### src/rtl/sha2r_pkg.sv
// Shared types and round primitives for the two-round SHA-512 unit.
// Assumes 64-bit words as fixed by the algorithm.
package sha2r_pkg;
    localparam int WORD_W = 64;
    localparam int HALF_W = 4 * WORD_W;
    localparam int WK_W   = 2 * WORD_W;

    typedef logic [WORD_W-1:0] word_t;

    typedef struct packed {
        word_t a, b, c, d, e, f, g, h;
    } st8_t;

    // rotate right by a constant amount
    function automatic word_t rotr(input word_t x, input int n);
        return (x >> n) | (x << (WORD_W - n));
    endfunction

    function automatic word_t big_s0(input word_t x);
        return rotr(x, 28) ^ rotr(x, 34) ^ rotr(x, 39);
    endfunction

    function automatic word_t big_s1(input word_t x);
        return rotr(x, 14) ^ rotr(x, 18) ^ rotr(x, 41);
    endfunction

    function automatic word_t maj3(input word_t x, input word_t y, input word_t z);
        return (x & y) ^ (x & z) ^ (y & z);
    endfunction

    function automatic word_t choose(input word_t x, input word_t y, input word_t z);
        return (x & y) ^ (~x & z);
    endfunction
endpackage

### src/rtl/sha2r_round.sv
// One combinational SHA-512 compression round.
// Assumes wk is the message word already added to its round constant.
module sha2r_round
    import sha2r_pkg::*;
(
    input  st8_t  cur,
    input  word_t wk,
    output st8_t  nxt
);
    word_t t1;
    word_t t2;

    // form the two temporaries and the shifted state
    always_comb begin
        t1    = choose(cur.e, cur.f, cur.g) + big_s1(cur.e) + wk + cur.h;
        t2    = maj3(cur.a, cur.b, cur.c) + big_s0(cur.a);
        nxt.a = t1 + t2;
        nxt.b = cur.a;
        nxt.c = cur.b;
        nxt.d = cur.c;
        nxt.e = cur.d + t1;
        nxt.f = cur.e;
        nxt.g = cur.f;
        nxt.h = cur.g;
    end
endmodule

### src/rtl/sha2r_datapath.sv
// State register and round logic. FAST=1 chains two rounds in one cycle.
// FAST=0 reuses one round over two cycles and keeps the second WK in a register.
// Assumes load and step are never high together (the controller guarantees it).
module sha2r_datapath
    import sha2r_pkg::*;
#(
    parameter bit FAST = 1'b0
) (
    input  logic              clk,
    input  logic              rst_n,
    input  logic              load,
    input  logic              step,
    input  logic [HALF_W-1:0] abef_i,
    input  logic [HALF_W-1:0] cdgh_i,
    input  logic [WK_W-1:0]   wk_i,
    output st8_t              st_q
);
    st8_t  st_in;
    st8_t  st_d;
    logic  st_en;

    // unpack the two operand halves into the eight-word state
    always_comb begin
        st_in.a = abef_i[4*WORD_W-1:3*WORD_W];
        st_in.b = abef_i[3*WORD_W-1:2*WORD_W];
        st_in.e = abef_i[2*WORD_W-1:WORD_W];
        st_in.f = abef_i[WORD_W-1:0];
        st_in.c = cdgh_i[4*WORD_W-1:3*WORD_W];
        st_in.d = cdgh_i[3*WORD_W-1:2*WORD_W];
        st_in.g = cdgh_i[2*WORD_W-1:WORD_W];
        st_in.h = cdgh_i[WORD_W-1:0];
    end

    generate
        if (FAST) begin : g_fast
            st8_t mid;
            sha2r_round u_r0 (.cur(st_in), .wk(wk_i[WORD_W-1:0]),      .nxt(mid));
            sha2r_round u_r1 (.cur(mid),   .wk(wk_i[WK_W-1:WORD_W]),   .nxt(st_d));
            assign st_en = load;
        end else begin : g_iter
            word_t wk1_q;
            st8_t  rin;
            word_t wsel;

            // keep the second-round WK until the step cycle
            always_ff @(posedge clk) begin
                if (!rst_n)    wk1_q <= '0;
                else if (load) wk1_q <= wk_i[WK_W-1:WORD_W];
            end

            // pick round input: fresh operands on load, stored state on step
            always_comb begin
                rin  = load ? st_in : st_q;
                wsel = load ? wk_i[WORD_W-1:0] : wk1_q;
            end

            sha2r_round u_r (.cur(rin), .wk(wsel), .nxt(st_d));
            assign st_en = load | step;


            shift_chk: assert property (@(posedge clk) disable iff (!rst_n)
                step |=> (st_q.b == $past(st_q.a)) && (st_q.c == $past(st_q.b)) &&
                         (st_q.f == $past(st_q.e)) && (st_q.h == $past(st_q.g)));
        end
    endgenerate

    // state register, updated only when a round is applied
    always_ff @(posedge clk) begin
        if (!rst_n)     st_q <= '0;
        else if (st_en) st_q <= st_d;
    end


    fast_shift_chk: assert property (@(posedge clk) disable iff (!rst_n)
        (FAST && load) |=> (st_q.c == $past(abef_i[4*WORD_W-1:3*WORD_W])) &&
                           (st_q.h == $past(abef_i[WORD_W-1:0])));
endmodule

### src/rtl/sha2r_ctrl.sv
// Start/done sequencing. It accepts a start only while idle.
// The iterative variant spends one busy cycle between acceptance and done.
module sha2r_ctrl #(
    parameter bit FAST = 1'b0
) (
    input  logic clk,
    input  logic rst_n,
    input  logic start_i,
    output logic accept,
    output logic step,
    output logic busy_o,
    output logic done_o
);
    logic busy_q;
    logic done_q;

    assign accept = start_i & ~busy_q;
    assign step   = busy_q;
    assign busy_o = busy_q;
    assign done_o = done_q;

    // track the pending round and the result-valid pulse
    always_ff @(posedge clk) begin
        if (!rst_n) begin
            busy_q <= 1'b0;
            done_q <= 1'b0;
        end else if (FAST) begin
            busy_q <= 1'b0;
            done_q <= accept;
        end else begin
            busy_q <= accept;
            done_q <= busy_q;
        end
    end


    busy_done_excl_chk: assert property (@(posedge clk) disable iff (!rst_n)
        $onehot0({busy_o, done_o}));


    accept_lat_chk: assert property (@(posedge clk) disable iff (!rst_n)
        accept |=> (FAST ? done_o : (busy_o && !done_o)));


    busy_to_done_chk: assert property (@(posedge clk) disable iff (!rst_n)
        busy_o |=> (done_o && !busy_o));


    busy_ignore_chk: assert property (@(posedge clk) disable iff (!rst_n)
        (busy_o && start_i) |=> !busy_o);
endmodule

### src/rtl/sha2r_twinround.sv
// Top level: two SHA-512 rounds per invocation on a split half-state.
// The result is the A,B,E,F half. The caller reuses the old A,B,E,F as the next C,D,G,H.
// ONE_CYCLE selects the chained variant; the default applies one round per cycle.
module sha2r_twinround
    import sha2r_pkg::*;
#(
    parameter bit ONE_CYCLE = 1'b0
) (
    input  logic              clk,
    input  logic              rst_n,
    input  logic              start_i,
    input  logic [HALF_W-1:0] abef_i,
    input  logic [HALF_W-1:0] cdgh_i,
    input  logic [WK_W-1:0]   wk_i,
    output logic              busy_o,
    output logic              done_o,
    output logic [HALF_W-1:0] abef_o
);
    logic accept;
    logic step;
    st8_t st_q;

    sha2r_ctrl #(.FAST(ONE_CYCLE)) u_ctrl (
        .clk(clk), .rst_n(rst_n), .start_i(start_i),
        .accept(accept), .step(step), .busy_o(busy_o), .done_o(done_o)
    );

    sha2r_datapath #(.FAST(ONE_CYCLE)) u_dp (
        .clk(clk), .rst_n(rst_n), .load(accept), .step(step),
        .abef_i(abef_i), .cdgh_i(cdgh_i), .wk_i(wk_i), .st_q(st_q)
    );

    // repack the A,B,E,F words of the state
    assign abef_o = {st_q.a, st_q.b, st_q.e, st_q.f};


    hold_chk: assert property (@(posedge clk) disable iff (!rst_n)
        (!accept && !busy_o) |=> $stable(abef_o));
endmodule

### config.mk
export PLATFORM = sky130hd
export DESIGN_NAME = sha2r_twinround
export DESIGN_NICKNAME = d
export VERILOG_FILES = /design/src/rtl/sha2r_pkg.sv /design/src/rtl/sha2r_round.sv /design/src/rtl/sha2r_datapath.sv /design/src/rtl/sha2r_ctrl.sv /design/src/rtl/sha2r_twinround.sv
export SDC_FILE = /design/constraint.sdc
export NUM_CORES = 2
export LEC_CHECK = 0
export ABC_CLOCK_PERIOD_IN_PS = 24900
export BUFFER_PORTS_ARGS = -buffer_cell sky130_fd_sc_hd__buf_2
export CORE_AREA = 2 2 352 354
export CTS_CLUSTER_SIZE = 12
export DETAILED_ROUTE_END_ITERATION = 16
export DIE_AREA = 0 0 354 356
export PLACE_DENSITY = 0.73
export SYNTH_ARGS = -nofsm -noshare
export SYNTH_HDL_FRONTEND = slang
export SYNTH_HIERARCHICAL = 1
export SYNTH_SLANG_ARGS = --single-unit
### constraint.sdc
create_clock -name clk -period 24.9 [get_ports clk]
set_clock_uncertainty 0.15 [all_clocks]
set_input_delay 2.49 -clock clk [delete_from_list [all_inputs] [get_ports clk]]
set_output_delay 2.49 -clock clk [all_outputs]
set_load 0.05 [all_outputs]
======== Word-level counts from Yosys, hierarchy flattened ========
Cells that the tools add are included.
operators by class
  bitwise operators ....................... 22
  muxes and demuxes ....................... 2
  $add $sub $neg .......................... 6
operators by type and width
  operator          number
  $mux W512         1
  $xor A64 B64 Y64  7
  $add A64 B64 Y64  6
  $and A64 B64 Y64  5
  $mux W64          1
  $not A64 Y64      1
  $or A23 B64 Y64   1
  $or A25 B64 Y64   1
  $or A30 B64 Y64   1
  $or A36 B64 Y64   1
  $or A46 B64 Y64   1
  $or A50 B64 Y64   1
  $and A1 B1 Y1     1
  $not A1 Y1        1
  $or A1 B1 Y1      1
storage, ports and cells
  output and inout bits ................... 258
  word-level logic and storage cells ...... 41
  bits in registers ....................... 578
  bits of input ports ..................... 643

======== Depth between registers and ports, before layout ========
  depth in word-level cells ............... 10
  gate-level depth with buffers ........... 40
  depth with buffers taken out ............ 35

======== By module ========
The synthesis kept the hierarchy.
modules (own cells, without submodules)
  module          cells an instance  times used  sequential area each (um2)  area an instance (um2)
  sha2r_datapath  3,315              1           11,531.1                    29,422.0
  sha2r_round     3,086              1           0.0                         23,249.8
  sha2r_ctrl      6                  1           40.0                        73.8

======== Worst setup path after synthesis ========
No wires, ideal clock.
  path kind ............................... input-to-reg
  start point ............................. input start_i
  end point ............................... register u_dp/st_q[511] (netlist name)
  stages .................................. 39
  slack ................................... 14,437 ps
  arrival ................................. 10,185 ps
  buffers on the path ..................... 4
  required time ........................... 24,622 ps
  cells stage by stage .................... and2b_2 -> buf_2 -> buf_2 -> buf_4 -> mux2_2 -> xor2_1 -> xnor2_1 -> fa_1 -> inv_1 -> fa_1 -> ha_1 -> inv_1 -> fa_1 -> nor2b_1 -> o2111ai_1 -> a31oi_1 -> a21o_1 -> a31oi_1 -> (+3 left out) -> xnor2_1 -> inv_1 -> fa_1 -> inv_1 -> ha_1 -> clkbuf_1 -> nand4_1 -> nor4_1 -> nand4_1 -> a2111oi_0 -> a221oi_1 -> nand4b_1 -> a311oi_1 -> a21oi_1 -> xnor2_1 -> xnor2_1 -> o211ai_1 -> o21ai_0
RTL lines
  item             RTL line               source
  start, declared  sha2r_twinround.sv:11  input logic start_i,

==> summary.md <==
The effective utilization at floorplan is 43.0%. The run gives 242 as the largest net degree at the start of global routing. The post-route minimum period is 14630 ps. The flow ran to the end, and the final reports show no timing, DRC or antenna violations.

Of the synthesized area, sequential elements account for 21.9%. Once layout is complete, the utilization of the core stands at 46.4%. Cell at the root of the clock tree: sky130_fd_sc_hd__clkbuf_16. For the worst-case headroom to the max-slew limit, the log shows 20.8%. The first global-routing pass estimated 309 mm of wire. Number of slew-limit violations in the final report: 0. Global routing used 33.2% of the available tracks. The initial antenna violation count is 55.

The cell family contributing the most delay on the critical path is simple AND/OR/NAND/NOR gates. TritonCTS built the clock tree. In the layout the commonest cells are 899 x sky130_fd_sc_hd__buf_2, 845 x sky130_fd_sc_hd__nand2_1, 577 x sky130_fd_sc_hd__dfxtp_1.

Buffers added to address setup during post-CTS repair amount to 0. Counting both buffers and inverters, the worst setup path holds a total of 7. The placeable core area came out at 0.123 mm². After synthesis, the largest family of logic cells by area is compound AO/OA/AOI/OAI gates. The number of gates resized after cts is 0. The critical path is of the primary input to flop type. The run gives 0 as the number of max-cap violations.

For the met3 usage in global routing, the log shows 9.35%. The path class of the tightest hold or removal check is flop to flop. The portion of synthesized area spent on multiplexers is 12.4%. The logs give 0 for the number of buffers inserted for hold repair after clock tree synthesis and 901 for the number of top-level design ports.

The transition time at the pin with the least slew margin works out to 1190 ps. From synthesis to final layout, the design area changed by 8.00%. The run gives 3 as the clock tree buffer depth.

The commonest non-fill, non-tap cell in the layout is sky130_fd_sc_hd__buf_2. After layout, the worst path uses 58.7% of the clock period. Die area: 0.126 mm².

The most utilized layer in the global route result was met2. A synthesized cell averages 8.23 µm². The clock-pin slew of the registers on the worst-case setup and hold paths came out at 50 ps.

The die is 354 µm wide. At the worst endpoint, the required time is 25250 ps. The tools report the standard-cell row count as 129. The final count of negative-setup-slack endpoints was 0.

The tools report the type of element capturing the critical path as a flop. The post-synthesis cell area was 0.0527 mm². The number of failing hold endpoints at the final stage came out at 0. After the first detailed-routing iteration, the DRC count stood at 5749. Via count of the first global-routing pass: 45400. The tools report the first-pass iteration count of the detailed router as 9. The y dimension of the die is 356 µm, and the global route total overflow is 0. In this run the tool buffered the top-level ports with 900 buffer cells. The slowest library cell on the worst path is sky130_fd_sc_hd__nor4_1. For the global routing usage on met1, the log shows 40.5%. The run gives 92 as the count of cell types in the netlist.

The worst setup path is launched from a primary input. The run gives 6 as the number of synthesis warnings. The gate count after technology mapping is 6407, and the post-detailed-route wirelength per cell is 26.7 µm. By instance count, the cell type seen most on the critical path is sky130_fd_sc_hd__inv_1.

For the number of nets produced by synthesis, the log shows 7429. CTS built an H-tree with a depth of 3. The detailed-route DRC error count is 0, and the count of flip-flops with a built-in enable after synthesis is 0. The average vias per placed instance was 5.83.

The clock reaches the later pin of the worst-skew pair after 690 ps. Of all flip-flops after synthesis, the portion carrying an async set or reset was 0%. The number of buffers added by the clock tree synthesis step is 74.

The proportion of layout cells with a drive suffix above 1 came out at 24.4%. The commonest register cell after synthesis was sky130_fd_sc_hd__dfxtp_1. Final routed wirelength across all metal layers: 221 mm. The global placer's final weighted congestion came out at 1.03. Peak fanout along the critical path: 66. Global routing consumed, on the met2 layer, 53.5% of the routing resources. The adder-cell share of the synthesized area works out to 11.8%. On the worst path, the slowest cell contributes a delay of 1040 ps. In the final timing run, aggregate negative setup slack is 0 ps. The HPWL after detailed placement was 177 mm; the xor/xnor cell area share of the yosys netlist was 7.29%. The final layout contains 7610 nets. The post-synthesis compound-gate area fraction is 22.7%. CTS saw 578 sinks. The count of nets left with antenna violations once routing finished came out at 0.

The run gives 14970 ps as the arrival time of data at the critical path endpoint. The post-synthesis simple-gate area fraction was 10.5%; the total number of vias was 48300. Setup repair after global routing left no endpoint under its margin.

The maximum operating frequency came out at 68.4 MHz. Synthesis inferred 578 register bits.
-- layer usage --
layer	share of wire, %	wire [µm]
met1	39	86300
met2	46	102000
met3	9.6	21200
met4	5.4	11900
met5	0.17	383
-- Yosys cell counts (all sizes together) (6+ instances only) --
cell	instances	area, µm²
nor2b	28	178
a311oi	6	58.8
dfxtp	578	11600
a21oi	205	1040
a21o	166	1250
fa	191	3820
nand2	845	3170
a211oi	31	243
nor4	8	50.1
a2111oi	9	97.6
xnor2	254	2220
a31oi	29	200
inv	461	1730
clkbuf	155	583
or2	10	62.6
nor3	25	125
o21a	18	135
a21boi	77	578
mux2i	49	490
nand3	40	200
o31a	6	52.6
or3	9	56.3
o21ai	689	3450
nand4	36	225
and3	29	181
nand2b	92	576
o21bai	29	218
o31ai	17	138
mux2	536	6040
buf	673	4780
ha	188	2350
and2	11	70.1
o211ai	522	3920
xor2	185	1620
o41ai	7	76.3
nor2	108	408
-- worst paths after layout --
path / start / to / slack (ps) / cells after the start
hold reg to reg: u_dp/st_q[377] / u_dp/st_q[377] / 290 / 2
hold / removal: u_dp/st_q[377] / u_dp/st_q[377] / 290 / 2
setup reg to reg: u_ctrl/busy_o / u_dp/st_q[511] / 11470 / 34
setup / recovery: start_i / u_dp/st_q[511] / 10270 / 35
-- flip-flops by register name (all words and copies together) (netlist names) --
signal	flops
u_ctrl/busy_o	1
u_ctrl/done_o	1
u_dp/g_iter.wk1_q	64
u_dp/st_q	512
-- worst register-to-register path: cells and delay by family, from the launching register on --
| family | cells | cell delay, ps |
|---|---|---|
| mux | 1 | 540 |
| buf+inv | 6 | 1900 |
| simple gates | 10 | 4040 |
| flops | 1 | 520 |
| xor+xnor | 5 | 1400 |
| fa+ha+maj | 5 | 2400 |
| compound gates | 7 | 2310 |
-- stage by stage --
step / std cells / setup WS [ps] / cell area [µm²] / hold slack [ps]
2_1_floorplan: 6407 / 14440 / 52700 / 276
3_3_place_gp: 8149 / 10030 / 54300 / 282
3_5_place_dp: 8149 / 10070 / 54300 / 287
4_1_cts: 8283 / 10750 / 56900 / 296
5_1_grt: 8284 / 9920 / 56900 / 308
6_report: 8295 / 10270 / 57000 / 295
-- kinds of logic after synthesis --
logic type,count (synthesis)
adder cells (fa/ha/maj),384
XOR/XNOR,439
flip-flops,578
AND/OR/NAND/NOR,1266
multiplexers,585
AO/OA/AOI/OAI,1866
buffers and inverters,1289
-- area by class of cell --
| class | instances | area [µm²] |
|---|---|---|
| Multi-Input combinational cell | 4540 | 34100 |
| Fill cell | 12100 | 65700 |
| Antenna cell | 12 | 30.0 |
| Sequential cell | 578 | 11600 |
| Tap cell | 1637 | 2050 |
| Clock buffer | 113 | 2240 |
| Inverter | 461 | 1730 |
| Timing Repair Buffer | 933 | 4860 |
| Clock inverter | 21 | 389 |
Power is left out: the tool's default activity adds up to more than one toggle a clock period on the data nets, which glitch-free logic cannot reach.
